===== src/rtl/leaf_chk_pkg.sv =====
`timescale 1ns/1ps
package leaf_chk_pkg;

  localparam int ENTRY_W = 64;
  localparam int CAUSE_W = 32;
  localparam int PERM_W  = 3;

  // permission vector positions
  localparam int PERM_R = 2;
  localparam int PERM_W_BIT = 1;
  localparam int PERM_X = 0;

  // entry field positions
  localparam int ENT_X_BIT    = 0;
  localparam int ENT_W_BIT    = 1;
  localparam int ENT_R_BIT    = 2;
  localparam int ENT_PRIV_BIT = 3;
  localparam int ENT_ATT_LO   = 4;
  localparam int ENT_ATT_W    = 2;
  localparam int ENT_CHG_BIT  = 7;
  localparam int ENT_REF_BIT  = 8;

  localparam logic [ENT_ATT_W-1:0] ATT_NONIDEM_IO = 2'b11;

  // cause word positions
  localparam int CZ_GUARD = 28;
  localparam int CZ_PROT  = 27;
  localparam int CZ_STORE = 25;
  localparam int CZ_RC    = 21;

  typedef logic [PERM_W-1:0] perm_t;

  typedef enum logic [1:0] {
    ACC_LOAD  = 2'd0,
    ACC_STORE = 2'd1,
    ACC_FETCH = 2'd2,
    ACC_RSVD  = 2'd3
  } acc_e;

endpackage


===== src/rtl/lc_perm_eval.sv =====
`timescale 1ns/1ps
module lc_perm_eval
  import leaf_chk_pkg::*;
#(
  parameter int PTE_W = ENTRY_W
) (
  input  logic [PTE_W-1:0] pte,
  input  logic [1:0]       acc,
  input  logic             prob_state,
  input  logic             part_scoped,
  input  perm_t            amr,
  output perm_t            grant,
  output logic             guard_hit,
  output logic             perm_miss
);

  perm_t eaa;
  perm_t need;
  perm_t miss_bits;
  logic  priv_page;
  logic  priv_blocked;
  logic  amr_apply;
  logic  is_fetch;

  always_comb begin
    eaa[PERM_R]     = pte[ENT_R_BIT];
    eaa[PERM_W_BIT] = pte[ENT_W_BIT];
    eaa[PERM_X]     = pte[ENT_X_BIT];
    priv_page       = pte[ENT_PRIV_BIT];
    is_fetch        = (acc == ACC_FETCH);
    guard_hit       = is_fetch &&
                      (pte[ENT_ATT_LO +: ENT_ATT_W] == ATT_NONIDEM_IO);
    priv_blocked    = !part_scoped && priv_page && prob_state;
    amr_apply       = !part_scoped && !priv_page && !prob_state;
  end

  always_comb begin
    need = '0;
    unique case (acc)
      ACC_STORE: need[PERM_W_BIT] = 1'b1;
      ACC_FETCH: need[PERM_X]     = 1'b1;
      default:   need[PERM_R]     = 1'b1;
    endcase
  end

  for (genvar gi = 0; gi < PERM_W; gi++) begin : g_bit
    always_comb begin
      if (guard_hit || priv_blocked) begin
        grant[gi] = 1'b0;
      end else if (amr_apply) begin
        grant[gi] = eaa[gi] & amr[gi];
      end else begin
        grant[gi] = eaa[gi];
      end
      miss_bits[gi] = need[gi] & ~grant[gi];
    end
  end

  assign perm_miss = !guard_hit && (|miss_bits);

endmodule


===== config.mk =====
export PLATFORM = sky130hd
export DESIGN_NAME = lc_perm_eval
export DESIGN_NICKNAME = d
export VERILOG_FILES = /design/src/rtl/leaf_chk_pkg.sv /design/src/rtl/lc_perm_eval.sv
export SDC_FILE = /design/constraint.sdc
export NUM_CORES = 1
export LEC_CHECK = 0
export ABC_AREA = 1
export BUFFER_PORTS_ARGS = -buffer_cell sky130_fd_sc_hd__buf_2
export CORE_AREA = 10 10 47 49
export DETAILED_ROUTE_END_ITERATION = 8
export DIE_AREA = 0 0 57 59
export PLACE_DENSITY = 0.72
export SLEW_MARGIN = 5
export SYNTH_ARGS = -nofsm -noshare
export SYNTH_HDL_FRONTEND = slang
export SYNTH_SLANG_ARGS = --single-unit

===== constraint.sdc =====
create_clock -name vclk -period 1.5
set_input_delay 0.3 -clock vclk [all_inputs]
set_output_delay 0.3 -clock vclk [all_outputs]
set_load 0.03 [all_outputs]

Yosys cells after proc, flatten, opt, wreduce, memory -nomap -nowiden
Cells that the tools add are included.
Storage, ports and cells
  flip-flop bits (word level): 0
  memories: 0
  input bits: 71
  memory bits (read-only): 0
  bits in writable memories: 0
  bits in latches: 0
  word-level logic and storage cells: 34
  output and inout port bits: 5
Cells by class
  order comparisons: 0
  reductions and logical operators: 13
  divide/modulo/power cells: 0
  shift-type cells: 0
  add/subtract/negate cells: 0
  multiply operators: 0
  eq/ne operators: 3
  bitwise gates (word level): 9
  multiplexer cells: 9
Operator list (number)
  two-way mux 1 bit: 9
  AND 1 bit: 6
  logical AND 1 bit: 6
  == test 2 bit, second input constant: 2
  logical NOT 1 bit: 4
  inverter 1 bit: 3
  OR reduction 3 bit: 1
  == test 2 x 1 -> 1 bit, second input constant: 1
  OR reduction 2 bit: 1
  logical OR 1 bit: 1

Logic depth before layout (Yosys ltp)
Gate-level depths: netlist of run 1.
  depth in word-level cells: 9
  gate-level depth with buffers: 8
  depth with buffers taken out: 8

Worst setup path after synthesis of run 1
OpenSTA, ideal clock, no wires.
  kind: input to output
  start: input port acc[0]
  end: output port grant[0]
  arrival time: 1.135 ns
  stages on the path: 5
  setup slack: 0.065 ns
  cells stage by stage: inv_1 > ha_1 > nand3_2 > nand3_1 > nor2_1
Between the ends
  word-level cells in the longest chain between the ends: 4
RTL lines
  start, declared: RTL line lc_perm_eval.sv:8  | input logic [1:0] acc,
  == test 2 bit: RTL line lc_perm_eval.sv:30  | is_fetch = (acc == ACC_FETCH);
  logical AND 1 bit: RTL line lc_perm_eval.sv:31  | guard_hit = is_fetch &&
  logical OR 1 bit: RTL line lc_perm_eval.sv:48  | if (guard_hit || priv_blocked) begin
  two-way mux 1 bit: RTL line lc_perm_eval.sv:48
  end, declared: RTL line lc_perm_eval.sv:12  | output perm_t grant,
No other way between the ends.

Worst setup path in the final report of run 1
  start: input port acc[0]
  end: output port perm_miss
Between the ends
  word-level cells in the longest chain between the ends: 8
  elaborated cells between the ends (all ways): 20
  those cells by class: 2 x eq/ne; 6 x mux; 6 x bitwise; 6 x reduce/logical
RTL lines
  == test 2 bit: RTL line lc_perm_eval.sv:30, lc_perm_eval.sv:39
  logical AND 1 bit: RTL line lc_perm_eval.sv:31
  logical OR 1 bit: RTL line lc_perm_eval.sv:48
  two-way mux 1 bit: RTL line lc_perm_eval.sv:48
  inverter 1 bit: RTL line lc_perm_eval.sv:55  | miss_bits[gi] = need[gi] & ~grant[gi];
  AND 1 bit: RTL line lc_perm_eval.sv:55
  OR reduction 3 bit: RTL line lc_perm_eval.sv:59  | assign perm_miss = !guard_hit && (|miss_bits);
  logical AND 1 bit *: RTL line lc_perm_eval.sv:59
  end, declared: RTL line lc_perm_eval.sv:14  | output logic perm_miss
Every way passes the cells marked *; elsewhere a longest branch is shown, timed or not.

==> flow_metrics.env, run 1 <==
export IMPL_outcome="complete, no violations"
export IMPL_grt_start_max_net_pins=6
export IMPL_finalHoldViolCount=0
export IMPL_yosysMostFrequentCell="inv_1"
export IMPL_drt_total_wl_um=764
export IMPL_crit_type="input pin to primary output"
export IMPL_route_detailed_drc=0
export IMPL_seq_cells=0
export IMPL_num_vias=249
export IMPL_worstPathArrival_ns=1.19
export IMPL_slew_limit_headroom_pct=89.0
export IMPL_cp_slowest_cell="ha_4"
export IMPL_layout_setup_ws_ns=0.00802
export IMPL_ys_warn_count=0
export IMPL_io_pins=76
export IMPL_grtUsageMet3_pct=1.72
export IMPL_cp_start_kind="input pin"
export IMPL_antenna_found_initial=0
export IMPL_areaGrowthSynthToFinish_pct=157
export IMPL_slew_viol_final=0
export IMPL_die_area_sq_um=3360
export IMPL_avgRoutedWirePerCell_um=11.9
export IMPL_grt_setup_unrepaired="true"
export IMPL_drt_iter0_drc=0
export IMPL_setup_viol=0
export IMPL_period_needed_ns=1.49
export IMPL_firstDrtPassIters=1
export IMPL_portBuffers=18
export IMPL_ant_nets=0
export IMPL_grt_pass1_vias=276
export IMPL_hp_class="input pin to primary output"
export IMPL_hold_slack_ns=0.989
export IMPL_max_cap_violations=0
export IMPL_grt_pass1_wl_um=1170
export IMPL_place_area_sq_um=274
export IMPL_regArea_sq_um=0
export IMPL_final_net_count=123
export IMPL_via_per_inst=3.89
export IMPL_rows=14
export IMPL_cp_end_kind="primary output"
export IMPL_crit_fanout=5
export IMPL_met1_usage_pct=3.93
export IMPL_syn_inst=26
export IMPL_start_util_pct=10.6
export IMPL_dp_slack_ns=-0.178
export IMPL_n_antenna_cell=0
export IMPL_track_usage_pct=4.02
export IMPL_syn_area_sq_um=149
export IMPL_worstPathRequired_ns=1.20
export IMPL_drive_gt1_share_pct=79.2
export IMPL_avgSynthCellArea_sq_um=5.73
export IMPL_met2_usage_pct=8.06
export IMPL_ir_worst_vdd_mv=0.0551
export IMPL_powerDensity_nw_per_um2=331
export IMPL_yosys_top_cells_count="inv_1, nand3_1, nor2_2"
export IMPL_ys_seq_area_share_pct=0
export IMPL_netlist_area_leader_share_pct=16.8
export IMPL_period_share_pct=99.5
export IMPL_routabilityCongestion=0.737
export IMPL_fmax_mhz=670
export IMPL_clkbuf_count=0
export IMPL_synthTopCellsByArea="ha_1, nor2_2, inv_1"
export IMPL_synth_top_area_cell="ha_1"
export IMPL_dieHeight_um=59
export IMPL_leakagePower_uw=0.000207
export IMPL_finalInstanceArea_sq_um=383
export IMPL_gr_total_overflow=0
export IMPL_dp_hpwl_um=601
export IMPL_busiest_layer="met2"
export IMPL_power_uw=127
export IMPL_die_w_um=57
export IMPL_coreArea_sq_um=1400
export IMPL_max_stage_delay_ns=0.16
export IMPL_worst_pin_slew_ns=0.165
export IMPL_syn_nets=99
export IMPL_yosysUniqueCellTypes=9
export IMPL_crit_chain="buf_8 -> inv_4 -> ha_4 -> nand3_4 -> nand3_2 -> o21ai_2 -> nand3_1 -> nand2_1 -> inv_1 -> buf_6"
## path summary, 6_finish.rpt
path  startpoint         to  slack [ns]  cells past startpoint
min       amr[0]   grant[0]        0.99                      4
max       acc[0]  perm_miss       0.008                     10
## per-layer routing
| layer | part of all wire, % | vias to the layer above | wire length (um) |
|---|---|---|---|
| met5 | 0 | - | 0 |
| met1 | 30 | 110 | 229 |
| met4 | 0 | 0 | 0 |
| met3 | 13 | 0 | 98 |
| met2 | 57 | 12 | 437 |
| li1 | - | 127 | - |
## power by group
| group | total, uW | leakage, uW | internal (uW) | switching, uW |
|---|---|---|---|---|
| Combinational | 127 | 0.000207 | 59.7 | 66.8 |
| Sequential | 0 | 0 | 0 | 0 |
| Clock | 0 | 0 | 0 | 0 |
| Total | 127 | 0.000207 | 59.7 | 66.8 |
## critical path: cells and delay by family
kind	cells	cell delay [ns]
AOI/OAI and AO/OA	1	0.12
adders and majority gates	1	0.16
buffers and inverters	4	0.29
and+or+nand+nor	4	0.34
## cells in the final DEF, fill, tap and decap left out
cell / synthesis / routed
nor2_2: 4 / 5
ha_1: 2 / 1
buf_2: 0 / 13
nand3_1: 4 / 1
nand2_2: 1 / 1
buf_4: 0 / 6
inv_4: 0 / 1
o21ai_2: 0 / 3
inv_1: 6 / 5
buf_8: 0 / 1
nor2_1: 3 / 2
nand2_1: 1 / 1
ha_4: 0 / 1
nand3_2: 2 / 2
buf_6: 0 / 2
nand3_4: 0 / 3
## kinds of logic (layout without fill, tap and decap cells)
logic type               Yosys count  in the layout  synth area share (%)
buffers and inverters              6             28                  15.1
AND/OR/NAND/NOR                   15             15                  58.0
adder cells (fa/ha/maj)            2              2                  16.8
AO/OA/AOI/OAI                      3              3                  10.1
## area by class of cell
class / count / area, sq um
multi-input cells: 20 / 190
inverters: 6 / 25.0
fillers: 161 / 1020
well taps: 16 / 20.0
repair buffers: 22 / 148
## per-stage QoR
stage / TNS, ns / cells / util (%)
floorplan: 0 / 26 / -
global placement: -0.232 / 62 / 19.6
detailed placement: -0.291 / 62 / 19.6
CTS: 0 / 63 / 23.9
global route: -0.0694 / 64 / 27.3
finish: 0 / 64 / 27.3
## timing repair
action	4_1_cts	5_1_grt
hold buffers	0	0
setup buffers	1	1
resized for setup	12	12
gates cloned	0	0
setup endpoints to repair	2	3
pin swaps	8	6
(Power assumes the default switching activity.)
==> run 2: changes to the inputs <==
--- a/config.mk
+++ b/config.mk
@@ -10,7 +10,7 @@
 export CORE_AREA = 10 10 47 49
 export DETAILED_ROUTE_END_ITERATION = 8
 export DIE_AREA = 0 0 57 59
-export PLACE_DENSITY = 0.72
+export PLACE_DENSITY = 0.74
 export SLEW_MARGIN = 5
 export SYNTH_ARGS = -nofsm -noshare
 export SYNTH_HDL_FRONTEND = slang
==> flow_metrics.env, run 2 (same netlist as run 1, synthesis figures left out) <==
export IMPL_n_antenna_cell=0
export IMPL_grt_pass1_vias=249
export IMPL_worstPathRequired_ns=1.20
export IMPL_worstPathArrival_ns=1.18
export IMPL_firstDrtPassIters=4
export IMPL_combPwrFrac_pct=100.0
export IMPL_ctsHoldBuffers=0
export IMPL_clkbuf_count=0
export IMPL_outcome="complete, no violations"
export IMPL_final_net_count=125
export IMPL_crit_start="acc[0]"
export IMPL_ir_worst_vdd_mv=0.0487
export IMPL_crit_type="input pin to primary output"
export IMPL_slew_limit_headroom_pct=89.0
export IMPL_routabilityCongestion=0.747
export IMPL_period_share_pct=99.0
export IMPL_final_common_cell="buf_2"
export IMPL_seq_cells=0
export IMPL_grt_setup_unrepaired="true"
export IMPL_dp_hpwl_um=589
export IMPL_holdCritStartpoint="amr[0]"
export IMPL_p_sw_share_pct=52.7
export IMPL_leakagePower_uw=0.000213
export IMPL_gr_total_overflow=0
export IMPL_layout_common_cells="buf_2, buf_4, inv_1"
export IMPL_drt_total_wl_um=709
export IMPL_avgRoutedWirePerCell_um=10.7
export IMPL_areaGrowthSynthToFinish_pct=154
export IMPL_fmax_mhz=674
export IMPL_finalHoldViolCount=0
export IMPL_ant_nets=0
export IMPL_cp_start_kind="input pin"
export IMPL_grt_start_max_net_pins=5
export IMPL_p_sw_uw=63.7
export IMPL_rows=14
export IMPL_antenna_found_initial=0
export IMPL_portBuffers=18
export IMPL_setup_viol=0
export IMPL_track_usage_pct=3.33
export IMPL_regArea_sq_um=0
export IMPL_max_cap_violations=0
export IMPL_grt_pass1_wl_um=966
export IMPL_p_clk_share_pct=0
export IMPL_start_util_pct=10.6
export IMPL_worst_pin_slew_ns=0.166
export IMPL_dieHeight_um=59
export IMPL_drt_iter0_drc=3
export IMPL_seqPwrFrac_pct=0
export IMPL_via_per_inst=3.86
export IMPL_slew_viol_final=0
export IMPL_fin_util_pct=27.0
export IMPL_period_needed_ns=1.48
export IMPL_crit_fanout=4
export IMPL_num_vias=255
export IMPL_drive_gt1_share_pct=78.0
export IMPL_route_detailed_drc=0
export IMPL_die_area_sq_um=3360
export IMPL_internal_power_uw=57.2
export IMPL_hp_class="input pin to primary output"
export IMPL_power_uw=121
export IMPL_die_w_um=57
export IMPL_coreArea_sq_um=1400
export IMPL_cp_end_kind="primary output"
export IMPL_powerDensity_nw_per_um2=320
export IMPL_io_pins=76
run 2: cell types whose count changed in the layout (fill, tap and decap cells not counted):
cell / before / now
nand3_2: 2 / 4
nand3_4: 3 / 1
nor2_2: 5 / 4
buf_4: 6 / 7
buf_2: 13 / 14
nor2_1: 2 / 3
run 2: path summary, 6_finish.rpt:
path	endpoint	depth (start not counted)
setup / recovery	perm_miss	10
hold / removal	grant[0]	4
run 2: area by class of cell:
class	instances	area (sq um)
multi-input cells	20	173
fillers	166	1020
inverters	6	25.0
well taps	16	20.0
repair buffers	24	160
run 2: power by group through the flow:
stage / Sequential, uW / Combinational, uW / Clock, uW
floorplan: 0 / 48.3 / 0
global route: 0 / 130 / 0
CTS: 0 / 112 / 0
detailed placement: 0 / 89.6 / 0
finish: 0 / 121 / 0
global placement: 0 / 87.9 / 0
run 2: per-layer routing:
layer	GRT usage [%]	up-vias	share of wire [%]
met4	0	0	0
li1	-	133	-
met5	0	-	0
met2	7.13	8	61
met1	2.98	114	29
met3	1.29	0	9.7
run 2: critical path, cell delays in order:
cell and delay (ns):
buf_8 0.08, inv_4 0.03, ha_4 0.15, nand3_4 0.08, nand3_2 0.10, o21ai_2 0.13
nand3_1 0.08, nand2_1 0.06, inv_1 0.04, buf_6 0.13
run 2: timing repair:
item	in CTS	in global routing
setup endpoints to repair	2	2
gates resized for setup	13	6
setup buffers	2	1
pin swaps	7	7
run 2: through the flow:
stage               setup TNS (ns)  instances  worst slack, ns  hold WS [ns]  instance area [sq um]
finish                           0         66           0.0156         0.985                    378
global route               -0.0842         66          -0.0746          1.00                    378
CTS                              0         65        0.0000935         0.979                    352
detailed placement          -0.241         63           -0.165         0.997                    282
global placement            -0.215         63           -0.142         0.991                    282
floorplan                        0         26           0.0649         0.803                    149
==> run 3: changes to the inputs <==
--- a/config.mk
+++ b/config.mk
@@ -10,7 +10,7 @@
 export CORE_AREA = 10 10 47 49
 export DETAILED_ROUTE_END_ITERATION = 8
 export DIE_AREA = 0 0 57 59
-export PLACE_DENSITY = 0.74
+export PLACE_DENSITY = 0.77
 export SLEW_MARGIN = 5
 export SYNTH_ARGS = -nofsm -noshare
 export SYNTH_HDL_FRONTEND = slang
==> flow_metrics.env, run 3 (same netlist as run 1, synthesis figures left out) <==
export IMPL_outcome="complete, no violations"
export IMPL_worstPathArrival_ns=1.19
export IMPL_die_area_sq_um=3360
export IMPL_leakagePower_uw=0.000208
export IMPL_layout_common_cells="buf_2, buf_4, inv_1"
export IMPL_period_share_pct=99.2
export IMPL_areaGrowthSynthToFinish_pct=151
export IMPL_fin_tns_setup_ns=0
export IMPL_firstDrtPassIters=1
export IMPL_crit_fanout=4
export IMPL_powerDensity_nw_per_um2=312
export IMPL_layout_setup_ws_ns=0.0121
export IMPL_io_pins=76
export IMPL_hold_end="grant[2]"
export IMPL_die_w_um=57
export IMPL_worst_pin_slew_ns=0.162
export IMPL_slew_limit_headroom_pct=89.3
export IMPL_start_util_pct=10.6
export IMPL_drt_total_wl_um=694
export IMPL_grt_pass1_wl_um=1150
export IMPL_dieHeight_um=59
export IMPL_period_needed_ns=1.49
export IMPL_routabilityCongestion=0.742
export IMPL_setup_viol=0
export IMPL_avgRoutedWirePerCell_um=10.7
export IMPL_holdCritStartpoint="pte[2]"
export IMPL_seq_cells=0
export IMPL_crit_type="input pin to primary output"
export IMPL_gr_total_overflow=0
export IMPL_coreArea_sq_um=1400
export IMPL_drt_iter0_drc=0
export IMPL_ctsHoldBuffers=0
export IMPL_hp_class="input pin to primary output"
export IMPL_drive_gt1_share_pct=75.5
export IMPL_ir_worst_vdd_mv=0.0454
export IMPL_grt_setup_unrepaired="true"
export IMPL_n_antenna_cell=0
export IMPL_clkbuf_count=0
export IMPL_finalHoldViolCount=0
export IMPL_cp_start_kind="input pin"
export IMPL_regArea_sq_um=0
export IMPL_fmax_mhz=672
export IMPL_ant_nets=0
export IMPL_num_vias=255
export IMPL_track_usage_pct=3.90
export IMPL_route_detailed_drc=0
export IMPL_rows=14
export IMPL_grt_pass1_vias=283
export IMPL_portBuffers=18
export IMPL_grt_start_max_net_pins=5
export IMPL_crit_start="acc[1]"
export IMPL_worstPathRequired_ns=1.20
export IMPL_dp_slack_ns=-0.148
export IMPL_hold_depth=4
export IMPL_via_per_inst=3.92
export IMPL_final_net_count=124
export IMPL_final_common_cell="buf_2"
export IMPL_cp_end_kind="primary output"
export IMPL_fill_cells=167
export IMPL_dp_hpwl_um=554
export IMPL_slew_viol_final=0
export IMPL_max_cap_violations=0
export IMPL_antenna_found_initial=0
[run 3: area by class of cell]
type,count,area (sq um),area share (%)
inverter,6,25.0,6.69
multi-input combinational,20,176,47.2
tap,16,20.0,5.35
timing repair buffer,23,153,40.8
[run 3: power by group]
part | switching [uW] | internal, uW
Clock | 0 | 0
Sequential | 0 | 0
Combinational | 62.6 | 54.2
Total | 62.6 | 54.2
[run 3: worst max path at each step]
| stage | to | slack, ns | cells after the start |
|---|---|---|---|
| after floorplan | grant[0] | 0.06 | 5 |
| after global placement | perm_miss | -0.14 | 10 |
| after detailed placement | perm_miss | -0.15 | 10 |
| after CTS | perm_miss | -0.004 | 9 |
| after global routing | perm_miss | -0.08 | 10 |
| final | perm_miss | 0.01 | 9 |
[run 3: worst max-delay path, cell delays in order]
cell and delay (ns):
buf_6 0.10, ha_4 0.16, nand3_4 0.09, nand3_2 0.10, o21ai_2 0.12, nand3_1 0.09, nand2_1 0.06, inv_1 0.04
buf_6 0.13
[run 3: layer usage]
layer | vias up | global-route usage, % | routed length (um)
met3 | 2 | 1.29 | 80
met4 | 0 | 1.01 | 18
met1 | 108 | 3.58 | 214
li1 | 131 | - | -
met5 | - | 0 | 0
met2 | 14 | 7.91 | 381
[run 3: through the flow]
stage	total power (uW)	utilization (%)	std cells	instance area, sq um	hold slack [ns]
after floorplan	48.3	-	26	149	0.803
after global placement	85.2	19.6	62	274	0.989
after detailed placement	86.6	19.6	62	274	0.991
after CTS	111	24.9	64	349	0.969
after global routing	128	26.7	65	374	1.01
final	117	26.7	65	374	0.980
[run 3: repair_timing]
| item | in CTS | in global routing |
|---|---|---|
| buffers inserted | 2 | 1 |
| setup endpoints to repair | 1 | 1 |
| gates cloned | 0 | 0 |
| pin swaps | 8 | 6 |
| resized for setup | 14 | 5 |
